**config.mk**
```make
export PLATFORM = sky130hd
export DESIGN_NAME = csrm_file
export DESIGN_NICKNAME = d
export VERILOG_FILES = /design/src/rtl/csrm_pkg.sv /design/src/rtl/csrm_decode.sv /design/src/rtl/csrm_mask_gen.sv /design/src/rtl/csrm_field_reg.sv /design/src/rtl/csrm_file.sv
export SDC_FILE = /design/constraint.sdc
export NUM_CORES = 1
export LEC_CHECK = 0
export BUFFER_PORTS_ARGS = -buffer_cell sky130_fd_sc_hd__buf_2
export CORE_MARGIN = 5
export CORE_UTILIZATION = 52
export CTS_CLUSTER_DIAMETER = 60
export DETAILED_ROUTE_END_ITERATION = 10
export HOLD_SLACK_MARGIN = 0.06
export PLACE_DENSITY = 0.79
export SYNTH_ARGS = -nofsm -noshare
export SYNTH_HDL_FRONTEND = slang
export SYNTH_SLANG_ARGS = --single-unit
```
**constraint.sdc**
```tcl
create_clock -name clk -period 3.1 [get_ports clk]
set_clock_uncertainty 0.15 [all_clocks]
set_input_delay 0.155 -clock clk [delete_from_list [all_inputs] [get_ports clk]]
set_output_delay 0.155 -clock clk [all_outputs]
set_load 0.01 [all_outputs]
```
**src/rtl/csrm_pkg.sv**
```systemverilog
package csrm_pkg;

    localparam int IRQ_W    = 12;
    localparam int FLAGS_W  = 5;
    localparam int RMODE_W  = 3;
    localparam int FPCTL_W  = FLAGS_W + RMODE_W;

    localparam logic [11:0] A_USTAT  = 12'h000;
    localparam logic [11:0] A_FLAGS  = 12'h001;
    localparam logic [11:0] A_RMODE  = 12'h002;
    localparam logic [11:0] A_FPCTL  = 12'h003;
    localparam logic [11:0] A_UIEN   = 12'h004;
    localparam logic [11:0] A_UIPD   = 12'h044;
    localparam logic [11:0] A_SSTAT  = 12'h100;
    localparam logic [11:0] A_SIEN   = 12'h104;
    localparam logic [11:0] A_SIPD   = 12'h144;
    localparam logic [11:0] A_MSTAT  = 12'h300;
    localparam logic [11:0] A_MIEN   = 12'h304;
    localparam logic [11:0] A_MSTATH = 12'h310;
    localparam logic [11:0] A_MIPD   = 12'h344;

    typedef enum logic [3:0] {
        T_NONE, T_USTAT, T_FLAGS, T_RMODE, T_FPCTL, T_UIEN, T_UIPD,
        T_SSTAT, T_SIEN, T_SIPD, T_MSTAT, T_MSTATH, T_MIEN, T_MIPD
    } csr_tgt_e;

    typedef struct packed {
        logic has_u;
        logic has_s;
        logic has_n;
    } lvl_t;

    function automatic lvl_t decode_cfg(input logic [2:0] code);
        lvl_t l;
        l = '0;
        unique case (code)
            3'd1: l.has_u = 1'b1;
            3'd2: begin l.has_u = 1'b1; l.has_n = 1'b1; end
            3'd3: begin l.has_u = 1'b1; l.has_s = 1'b1; end
            3'd4: begin l.has_u = 1'b1; l.has_s = 1'b1; l.has_n = 1'b1; end
            default: l = '0;
        endcase
        return l;
    endfunction

endpackage

```
**src/rtl/csrm_decode.sv**
```systemverilog
module csrm_decode
    import csrm_pkg::*;
#(
    parameter bit HAS_STATH = 1'b1
) (
    input  logic [11:0] addr,
    output csr_tgt_e    tgt
);
    always_comb begin
        unique case (addr)
            A_USTAT:  tgt = T_USTAT;
            A_FLAGS:  tgt = T_FLAGS;
            A_RMODE:  tgt = T_RMODE;
            A_FPCTL:  tgt = T_FPCTL;
            A_UIEN:   tgt = T_UIEN;
            A_UIPD:   tgt = T_UIPD;
            A_SSTAT:  tgt = T_SSTAT;
            A_SIEN:   tgt = T_SIEN;
            A_SIPD:   tgt = T_SIPD;
            A_MSTAT:  tgt = T_MSTAT;
            A_MIEN:   tgt = T_MIEN;
            A_MIPD:   tgt = T_MIPD;
            A_MSTATH: tgt = HAS_STATH ? T_MSTATH : T_NONE;
            default:  tgt = T_NONE;
        endcase
    end
endmodule

```
**src/rtl/csrm_mask_gen.sv**
```systemverilog
module csrm_mask_gen
    import csrm_pkg::*;
#(
    parameter int XLEN = 32
) (
    input  logic [2:0]       priv_cfg,
    output logic [XLEN-1:0]  msk_mstat,
    output logic [XLEN-1:0]  msk_sstat,
    output logic [XLEN-1:0]  msk_ustat,
    output logic [IRQ_W-1:0] msk_mi,
    output logic [IRQ_W-1:0] msk_si,
    output logic [IRQ_W-1:0] msk_ui,
    output logic [1:0]       msk_stath
);
    lvl_t            lvl;
    logic [XLEN-1:0] base_m, base_s, base_u, hi_m, hi_s;

    assign lvl = decode_cfg(priv_cfg);

    always_comb begin
        // always-writable machine status fields
        base_m = '0;
        base_m[XLEN-1] = 1'b1;
        base_m[16:15]  = 2'b11;
        base_m[14:13]  = 2'b11;
        base_m[10:9]   = 2'b11;
        base_m[7]      = 1'b1;
        base_m[3]      = 1'b1;
        if (lvl.has_u) begin
            base_m[12:11] = 2'b11;
            base_m[17]    = 1'b1;
            base_m[21]    = 1'b1;
        end
        if (lvl.has_s) begin
            base_m[22] = 1'b1;
            base_m[20] = 1'b1;
            base_m[19] = 1'b1;
            base_m[18] = 1'b1;
            base_m[8]  = 1'b1;
            base_m[5]  = 1'b1;
            base_m[1]  = 1'b1;
        end
        if (lvl.has_n) begin
            base_m[4] = 1'b1;
            base_m[0] = 1'b1;
        end

        base_s = '0;
        if (lvl.has_s) begin
            base_s[XLEN-1] = 1'b1;
            base_s[19:18]  = 2'b11;
            base_s[16:13]  = 4'hF;
            base_s[10:8]   = 3'b111;
            base_s[5]      = 1'b1;
            base_s[1]      = 1'b1;
            if (lvl.has_n) begin
                base_s[4] = 1'b1;
                base_s[0] = 1'b1;
            end
        end

        base_u = '0;
        if (lvl.has_n) begin
            base_u[XLEN-1] = 1'b1;
            base_u[16:13]  = 4'hF;
            base_u[10:9]   = 2'b11;
            base_u[4]      = 1'b1;
            base_u[0]      = 1'b1;
            if (lvl.has_s) base_u[19:18] = 2'b11;
        end

        msk_mi = 12'h888;
        if (lvl.has_n) msk_mi = msk_mi | 12'h111;
        if (lvl.has_s) msk_mi = msk_mi | 12'h222;
        msk_si = '0;
        if (lvl.has_s) msk_si = lvl.has_n ? 12'h333 : 12'h222;
        msk_ui = lvl.has_n ? 12'h111 : 12'h000;
        msk_stath = {1'b1, lvl.has_s};
    end

    generate
        if (XLEN == 64) begin : g_wide
            // upper-word fields: MBE, SBE, SXL, UXL
            assign hi_m = {{(XLEN-38){1'b0}}, 1'b1, lvl.has_s,
                           {2{lvl.has_s}}, {2{lvl.has_u}}, 32'h0};
            assign hi_s = {{(XLEN-34){1'b0}}, {2{lvl.has_s}}, 32'h0};
        end else begin : g_narrow
            assign hi_m = '0;
            assign hi_s = '0;
        end
    endgenerate

    assign msk_mstat = base_m | hi_m;
    assign msk_sstat = base_s | hi_s;
    assign msk_ustat = base_u;
endmodule

```
**src/rtl/csrm_field_reg.sv**
```systemverilog
module csrm_field_reg #(
    parameter int W = 8
) (
    input  logic         clk,
    input  logic         rst_n,
    input  logic         we,
    input  logic [W-1:0] mask,
    input  logic [W-1:0] wdata,
    output logic [W-1:0] q
);
    always_ff @(posedge clk) begin
        if (!rst_n)  q <= '0;
        else if (we) q <= (q & ~mask) | (wdata & mask);
    end


    merge_keep_chk: assert property (@(posedge clk) disable iff (!rst_n)
        we |=> ((q ^ $past(q)) & ~$past(mask)) == '0);

    idle_hold_chk: assert property (@(posedge clk) disable iff (!rst_n)
        !we |=> $stable(q));
endmodule

```
**src/rtl/csrm_file.sv**
```systemverilog
module csrm_file
    import csrm_pkg::*;
#(
    parameter int XLEN = 32
) (
    input  logic            clk,
    input  logic            rst_n,
    input  logic [2:0]      priv_cfg,
    input  logic            csr_en,
    input  logic            csr_we,
    input  logic [11:0]     csr_addr,
    input  logic [XLEN-1:0] csr_wdata,
    output logic [XLEN-1:0] csr_rdata,
    output logic            csr_illegal
);
    localparam bit HAS_STATH = (XLEN == 32);
    localparam int PADI = XLEN - IRQ_W;
    localparam int PADF = XLEN - FPCTL_W;

    csr_tgt_e         tgt;
    logic [XLEN-1:0]  msk_mstat, msk_sstat, msk_ustat;
    logic [IRQ_W-1:0] msk_mi, msk_si, msk_ui;
    logic [1:0]       msk_stath;

    logic [XLEN-1:0]    st_q, st_mask;
    logic [IRQ_W-1:0]   ie_q, ie_mask, ip_q, ip_mask, irq_wd;
    logic [FPCTL_W-1:0] fp_q, fp_mask, fp_wd;
    logic [1:0]         sh_q, sh_mask;
    logic               st_we, ie_we, ip_we, fp_we, sh_we, wr;

    csrm_decode #(.HAS_STATH(HAS_STATH)) u_dec (
        .addr (csr_addr),
        .tgt  (tgt)
    );

    csrm_mask_gen #(.XLEN(XLEN)) u_mask (
        .priv_cfg  (priv_cfg),
        .msk_mstat (msk_mstat),
        .msk_sstat (msk_sstat),
        .msk_ustat (msk_ustat),
        .msk_mi    (msk_mi),
        .msk_si    (msk_si),
        .msk_ui    (msk_ui),
        .msk_stath (msk_stath)
    );

    assign csr_illegal = csr_en && (tgt == T_NONE);
    assign wr          = csr_en && csr_we && (tgt != T_NONE);
    assign irq_wd      = csr_wdata[IRQ_W-1:0];

    // write steering: each address picks a backing register and a mask
    always_comb begin
        st_we = 1'b0; st_mask = '0;
        ie_we = 1'b0; ie_mask = '0;
        ip_we = 1'b0; ip_mask = '0;
        fp_we = 1'b0; fp_mask = '0; fp_wd = '0;
        sh_we = 1'b0; sh_mask = '0;
        unique case (tgt)
            T_MSTAT:  begin st_we = wr; st_mask = msk_mstat; end
            T_SSTAT:  begin st_we = wr; st_mask = msk_sstat; end
            T_USTAT:  begin st_we = wr; st_mask = msk_ustat; end
            T_MIEN:   begin ie_we = wr; ie_mask = msk_mi; end
            T_SIEN:   begin ie_we = wr; ie_mask = msk_si; end
            T_UIEN:   begin ie_we = wr; ie_mask = msk_ui; end
            T_MIPD:   begin ip_we = wr; ip_mask = msk_mi; end
            T_SIPD:   begin ip_we = wr; ip_mask = msk_si; end
            T_UIPD:   begin ip_we = wr; ip_mask = msk_ui; end
            T_FLAGS:  begin
                fp_we = wr; fp_mask = 8'h1F;
                fp_wd = {{RMODE_W{1'b0}}, csr_wdata[FLAGS_W-1:0]};
            end
            T_RMODE:  begin
                fp_we = wr; fp_mask = 8'hE0;
                fp_wd = {csr_wdata[RMODE_W-1:0], {FLAGS_W{1'b0}}};
            end
            T_FPCTL:  begin
                fp_we = wr; fp_mask = 8'hFF;
                fp_wd = csr_wdata[FPCTL_W-1:0];
            end
            T_MSTATH: begin sh_we = wr; sh_mask = msk_stath; end
            default:  ;
        endcase
    end

    csrm_field_reg #(.W(XLEN)) u_st (
        .clk(clk), .rst_n(rst_n), .we(st_we), .mask(st_mask),
        .wdata(csr_wdata), .q(st_q));
    csrm_field_reg #(.W(IRQ_W)) u_ie (
        .clk(clk), .rst_n(rst_n), .we(ie_we), .mask(ie_mask),
        .wdata(irq_wd), .q(ie_q));
    csrm_field_reg #(.W(IRQ_W)) u_ip (
        .clk(clk), .rst_n(rst_n), .we(ip_we), .mask(ip_mask),
        .wdata(irq_wd), .q(ip_q));
    csrm_field_reg #(.W(FPCTL_W)) u_fp (
        .clk(clk), .rst_n(rst_n), .we(fp_we), .mask(fp_mask),
        .wdata(fp_wd), .q(fp_q));

    generate
        if (HAS_STATH) begin : g_stath
            csrm_field_reg #(.W(2)) u_sh (
                .clk(clk), .rst_n(rst_n), .we(sh_we), .mask(sh_mask),
                .wdata(csr_wdata[5:4]), .q(sh_q));
        end else begin : g_no_stath
            assign sh_q = 2'b00;
        end
    endgenerate

    // read path: window views are the backing register through their mask
    always_comb begin
        csr_rdata = '0;
        if (csr_en) begin
            unique case (tgt)
                T_MSTAT:  csr_rdata = st_q;
                T_SSTAT:  csr_rdata = st_q & msk_sstat;
                T_USTAT:  csr_rdata = st_q & msk_ustat;
                T_MIEN:   csr_rdata = {{PADI{1'b0}}, ie_q};
                T_SIEN:   csr_rdata = {{PADI{1'b0}}, ie_q & msk_si};
                T_UIEN:   csr_rdata = {{PADI{1'b0}}, ie_q & msk_ui};
                T_MIPD:   csr_rdata = {{PADI{1'b0}}, ip_q};
                T_SIPD:   csr_rdata = {{PADI{1'b0}}, ip_q & msk_si};
                T_UIPD:   csr_rdata = {{PADI{1'b0}}, ip_q & msk_ui};
                T_FLAGS:  csr_rdata = {{(XLEN-FLAGS_W){1'b0}}, fp_q[FLAGS_W-1:0]};
                T_RMODE:  csr_rdata = {{(XLEN-RMODE_W){1'b0}}, fp_q[FPCTL_W-1:FLAGS_W]};
                T_FPCTL:  csr_rdata = {{PADF{1'b0}}, fp_q};
                T_MSTATH: csr_rdata = {{(XLEN-6){1'b0}}, sh_q, 4'b0000};
                default:  csr_rdata = '0;
            endcase
        end
    end


    illegal_hold_chk: assert property (@(posedge clk) disable iff (!rst_n)
        csr_illegal |=> $stable(st_q) && $stable(ie_q) && $stable(ip_q)
                        && $stable(fp_q) && $stable(sh_q));

    mie_bound_chk: assert property (@(posedge clk) disable iff (!rst_n)
        ((ie_q & ~msk_mi) == '0) && ((ip_q & ~msk_mi) == '0));

    sie_scope_chk: assert property (@(posedge clk) disable iff (!rst_n)
        (csr_en && csr_we && csr_addr == A_SIEN)
            |=> ((ie_q ^ $past(ie_q)) & ~$past(msk_si)) == '0);

    rmode_keeps_flags_chk: assert property (@(posedge clk) disable iff (!rst_n)
        (csr_en && csr_we && csr_addr == A_RMODE)
            |=> $stable(fp_q[FLAGS_W-1:0]));
endmodule

```
### Word level (Yosys, flattened, before mapping)

Cells that the tools add are included.

* equality and inequality tests: 29
* mux-type cells: 33
* bitwise logic cells: 26
* reduce and logical (&&, ||, !) cells: 13

Operators with widths (number)
* $pmux W32 S13: 1
* $and A32 B32 Y32: 4
* $and A12 B12 Y12: 8
* $pmux W32 S3: 1
* $pmux W12 S3: 2
* $pmux W4 S13: 1
* $eq A12 B10 Y1 const B: 4
* $pmux W8 S3: 2
* $eq A12 B9 Y1 const B: 3
* $mux W32: 1
* $not A32 Y32: 1
* $or A32 B32 Y32: 1
* $mux W9: 3
* $eq A12 B2 Y1 const B: 2
* $eq A4 B4 Y1 const B: 6
* $not A12 Y12: 2
* $or A12 B12 Y12: 2
* $and A8 B8 Y8: 2
* $eq A4 B3 Y1 const B: 4
* $eq A12 B1 Y1 const B: 1
* $eq A12 B3 Y1 const B: 1
* $eq A12 B7 Y1 const B: 1
* $logic_not A12 Y1: 1
* $mux W12: 1
* other kinds (21): 46

* flip-flop bits (word level): 66
* input port bits: 51
* output and inout port bits: 33
* logic and storage cells: 106

### Depth between registers and ports, before layout

* word-level depth: 9
* gate-level depth with buffers: 8

### By module

Synthesis repeated with hierarchy kept, for this count alone.

* cell total of the unflattened synthesis: 929
* area total of the unflattened synthesis: 6632.6 um2

Modules (own cells, without submodules)
* csrm_file: times used 1, cells an instance 410, area an instance 2502.4 um2, sequential area each 0.0 um2
* csrm_field_reg (u_st): times used 1, cells an instance 170, area an instance 1395.1 um2, sequential area each 640.6 um2
* csrm_field_reg (u_ie ...): times used 2, cells an instance 63, area an instance 523.0 um2, sequential area each 240.2 um2
* csrm_mask_gen: times used 1, cells an instance 139, area an instance 1032.2 um2, sequential area each 0.0 um2
* csrm_field_reg (u_fp): times used 1, cells an instance 43, area an instance 357.8 um2, sequential area each 160.2 um2
* csrm_decode: times used 1, cells an instance 31, area an instance 216.5 um2, sequential area each 0.0 um2
* csrm_field_reg (g_stath.u_sh): times used 1, cells an instance 10, area an instance 82.6 um2, sequential area each 40.0 um2

### Worst setup path after synthesis

OpenSTA, ideal clock, no wires.

* path kind: in2out
* from: input port csr_addr[0]
* to: output port csr_rdata[0]
* arrival: 1938 ps
* data required time: 2795 ps
* setup slack: 857 ps
* cell stages on the path: 7
* path buffers: 2
* cells stage by stage: buf_4 -> or3b_1 -> a2111o_1 -> o21ai_2 -> o21ai_1 -> clkbuf_1 -> a41oi_1

* word-level cells in the longest chain between the ends: 5
* elaborated cells between the ends (all ways): 29
* those cells by class: eq/ne: 25; mux: 3; reduce/logical: 1

RTL lines
* start, declared: line csrm_file.sv:11 `input logic [11:0] csr_addr,`
* $eq A12 B10 Y1 (tied with other cells): line csrm_decode.sv:10 `unique case (addr)`
* $pmux W4 S13 (*): line csrm_decode.sv:10
* $eq A4 B4 Y1 (tied with other cells): line csrm_file.sv:112 `unique case (tgt)`
* $pmux W32 S13 (*): line csrm_file.sv:112
* $mux W32 (*): line csrm_file.sv:111 `if (csr_en) begin`
* end, declared: line csrm_file.sv:13 `output logic [XLEN-1:0] csr_rdata,`

Mark *: on every way between the ends. The rest lies on a longest branch, timed or not.

### Worst setup path after layout

* from: input port csr_addr[0]
* to: output port csr_rdata[14]

The elaborated chain is that of the path after synthesis.

==> results.ini <==
[run_status]
outcome=completed

[critical_path]
reg2reg_slack_ps=2290
cp-end-kind=output port
worst_setup_path_start_kind=primary input
rr_worst_depth=1
crit_top_cell=sky130_fd_sc_hd__buf_2
crit_path_end=csr_rdata[14]
critical_path_required_ps=2790
slowest_delay_ps=620
crit_start=csr_addr[0]
path_cells=buf_2, nor4_2, nand4_1, o21a_2, o22ai_1, o21ba_2, and2_1, buf_2
critical_path.slowest_cell=sky130_fd_sc_hd__nor4_2
cp_data_arrival_time_ps=2500
critical_path_class=in2out
critical_path_peak_fanout=19

[drt]
drt_wl_total_um=8470
remaining_drc_errors=0
vias_per_cell=5.90
drt-wirelength-per-cell_um=16.1
route.vias.total=3096
drt-pass1-iter-count=5
drt_first_iter_violations=251
postRouteAntennaNets=0

[power_and_ir_drop]
maximum_vdd_drop_uv=317
pwr_per_cell_area_nw_per_um2=311
p_leak_nw=1.64

[logic_synthesis]
synth_ff_type=sky130_fd_sc_hd__dfxtp_1
syn_area_um2=3160
ys_types=71
yosysTopAreaCell=sky130_fd_sc_hd__dfxtp_1
synth.top_cells.by_area=sky130_fd_sc_hd__dfxtp_1 32%, sky130_fd_sc_hd__mux2i_1 14%, sky130_fd_sc_hd__nand2_1 7.5%, sky130_fd_sc_hd__nor2b_1 4.2%, sky130_fd_sc_hd__buf_4 2.1%
synth_top_area_share_pct=31.7
synthesis.area_per_instance_um2=8.68
synth_cells=364
synth-edff-count=0
async_flop_share_pct=0
ys.warnings.count=0
yosys_register_bits=50
seq_area_frac_synth_pct=31.7

[floorplan]
io-pin-count=84
coreArea_um2=5920
floorplan_die_area_um2=7740
starting_utilization_of_the_core_area_pct=53.4
floorplan.die.height_um=88.0
die_w_um=88.0
rows=28

[finish]
num-nets-final=500
diodes=0
finalCoreUtilization_pct=64.9
num-fill-cells=493
flow.area_growth_from_synthesis_pct=21.5
final_cell_count_no_fill=525
drive_above_1_share_pct=24.2

[grt]
grt_max_degree=47
grt_antenna_before_repair=0
gr-usage-all-layers_pct=22.0
wire_length_of_the_first_global_routing_pass_um=13500
grt_remaining_overflow=0
first_global_vias=2951

[run]
max_cap_violations=0

[sta]
min_period_ps=2810
number_of_pins_with_negative_max_slew_slack_in_the_final_report=0
final-setup-viol-count=0
hold_viol=0
setup_repair_after_global_routing_missed_its_margin=no
max_freq_mhz=356
worst_slew_pin_slew_ps=703
worst_slew_margin_rel_pct=53.1
setup_total_negative_slack_ps=0
post-route-period-util_pct=90.5
post-route-worst-setup-slack_ps=294

[cts]
path_clk_slew_ps=90
cts_tree=built
ctsLongestPathBuffers=2
clock_sink_count=50
postCtsResizedCells=0
cts-buffers-inserted=5
root_buffer=sky130_fd_sc_hd__clkbuf_8
htree_levels=2
clk-insertion-delay-late_ps=310

[placed_design]
detailed_placer_s_ending_hpwl_um=6280
final_gp_congestion=0.953
port_buffers=67
placement.setup.worst_slack_ps=382
dp.cells=496

[hold_path]
min_path_type=in2reg

worst min path at each step:
stage | start | endpoint | slack, ps | cells past startpoint
2_1_floorplan | csr_wdata[18] | register | 140 | 2
3_3_place_gp | csr_wdata[18] | register | 250 | 3
3_5_place_dp | csr_wdata[20] | register | 260 | 3
4_1_cts | csr_we | register | 60 | 3
5_1_grt | csr_we | register | 70 | 3
6_report | csr_wdata[0] | register | 60 | 3
layout by cell type, fill, tap and decap left out, types with 3 or more instances in the layout:
cell,count
sky130_fd_sc_hd__a21oi_1,5
sky130_fd_sc_hd__a22oi_1,6
sky130_fd_sc_hd__and2_1,9
sky130_fd_sc_hd__and3_1,6
sky130_fd_sc_hd__buf_2,67
sky130_fd_sc_hd__buf_4,8
sky130_fd_sc_hd__clkbuf_8,6
sky130_fd_sc_hd__conb_1,8
sky130_fd_sc_hd__dfxtp_1,50
sky130_fd_sc_hd__dlygate4sd3_1,21
sky130_fd_sc_hd__mux2_2,3
sky130_fd_sc_hd__mux2i_1,45
sky130_fd_sc_hd__nand2_1,63
sky130_fd_sc_hd__nand3_1,4
sky130_fd_sc_hd__nand4_1,4
sky130_fd_sc_hd__nor2_1,17
sky130_fd_sc_hd__nor2b_1,21
sky130_fd_sc_hd__nor3_1,10
sky130_fd_sc_hd__nor3_2,3
sky130_fd_sc_hd__nor4b_1,3
sky130_fd_sc_hd__o2111ai_1,4
sky130_fd_sc_hd__o211a_1,3
sky130_fd_sc_hd__o21a_1,3
sky130_fd_sc_hd__o21ai_0,11
sky130_fd_sc_hd__o21ai_1,3
sky130_fd_sc_hd__o21bai_1,3
sky130_fd_sc_hd__o31ai_1,3
sky130_fd_sc_hd__or3_1,3
synth_stat cells, types with 3 or more instances:
cell / instances
sky130_fd_sc_hd__a21oi_1: 5
sky130_fd_sc_hd__a22oi_1: 6
sky130_fd_sc_hd__and2_1: 9
sky130_fd_sc_hd__and3_1: 6
sky130_fd_sc_hd__buf_4: 9
sky130_fd_sc_hd__clkbuf_1: 14
sky130_fd_sc_hd__dfxtp_1: 50
sky130_fd_sc_hd__mux2_2: 3
sky130_fd_sc_hd__mux2i_1: 45
sky130_fd_sc_hd__nand2_1: 63
sky130_fd_sc_hd__nand3_1: 4
sky130_fd_sc_hd__nand4_1: 4
sky130_fd_sc_hd__nor2_1: 17
sky130_fd_sc_hd__nor2b_1: 21
sky130_fd_sc_hd__nor3_1: 10
sky130_fd_sc_hd__nor3_2: 3
sky130_fd_sc_hd__nor4b_1: 3
sky130_fd_sc_hd__o2111ai_1: 4
sky130_fd_sc_hd__o211a_1: 3
sky130_fd_sc_hd__o21a_1: 3
sky130_fd_sc_hd__o21ai_0: 11
sky130_fd_sc_hd__o21ai_1: 3
sky130_fd_sc_hd__o21bai_1: 3
sky130_fd_sc_hd__o31ai_1: 3
sky130_fd_sc_hd__or3_1: 3
report_power, final:
group	internal [mW]	total, mW	switching, mW
combinational	0.0614	0.144	0.0828
clock	0.181	0.407	0.227
sequential	0.642	0.642	0.00000169
total	0.884	1.19	0.309
critical path: cells and delay by family:
| family | cells | cell delay (ps) |
|---|---|---|
| AOI/OAI and AO/OA | 3 | 980 |
| buffers and inverters | 2 | 350 |
| and+or+nand+nor | 3 | 1010 |
kinds of logic after synthesis:
kind of cell,count (synthesis),synth area share [%]
multiplexers,48,15.3
flip-flops,50,31.7
AND/OR/NAND/NOR,167,30.2
AO/OA/AOI/OAI,70,17.9
other,1,0.119
buffers and inverters,27,4.55
XOR/XNOR,1,0.277
through the flow:
step                      power (mW)  cell area, µm²  hold WS (ps)
after global routing            1.23            3840          74.8
after global placement         0.777            3540           251
after floorplan                0.732            3190           144
final                           1.19            3840          57.1
after CTS                       1.19            3840          62.1
after detailed placement       0.778            3540           257
layout make-up:
cell class / count / area, µm² / share of cell area (%)
multi-input combinational: 294 / 2040 / 53.2
sequential: 50 / 1000 / 26.1
timing repair buffer: 96 / 606 / 15.8
tap: 75 / 93.8 / 2.44
clock buffer: 7 / 86.3 / 2.25
inverter: 2 / 7.51 / 0.195
clock inverter: 1 / 5.00 / 0.130
repair_timing:
item / in CTS / in global routing
buffers inserted: 0 / 0
hold buffers: 21 / 0
setup endpoints to repair: 0 / 0
endpoints found under the hold margin: 37 / 0
routing by layer:
layer | up-vias | track usage, % | share of wire [%] | routed length [µm]
met5 | - | 0 | 0 | 0
met2 | 129 | 37.5 | 49 | 4140
li1 | 1488 | - | - | -
met3 | 18 | 3.29 | 6.8 | 578
met4 | 0 | 7.25 | 2.4 | 199
met1 | 1461 | 28.3 | 42 | 3540
Note: power is estimated with default switching activity, not from simulation.
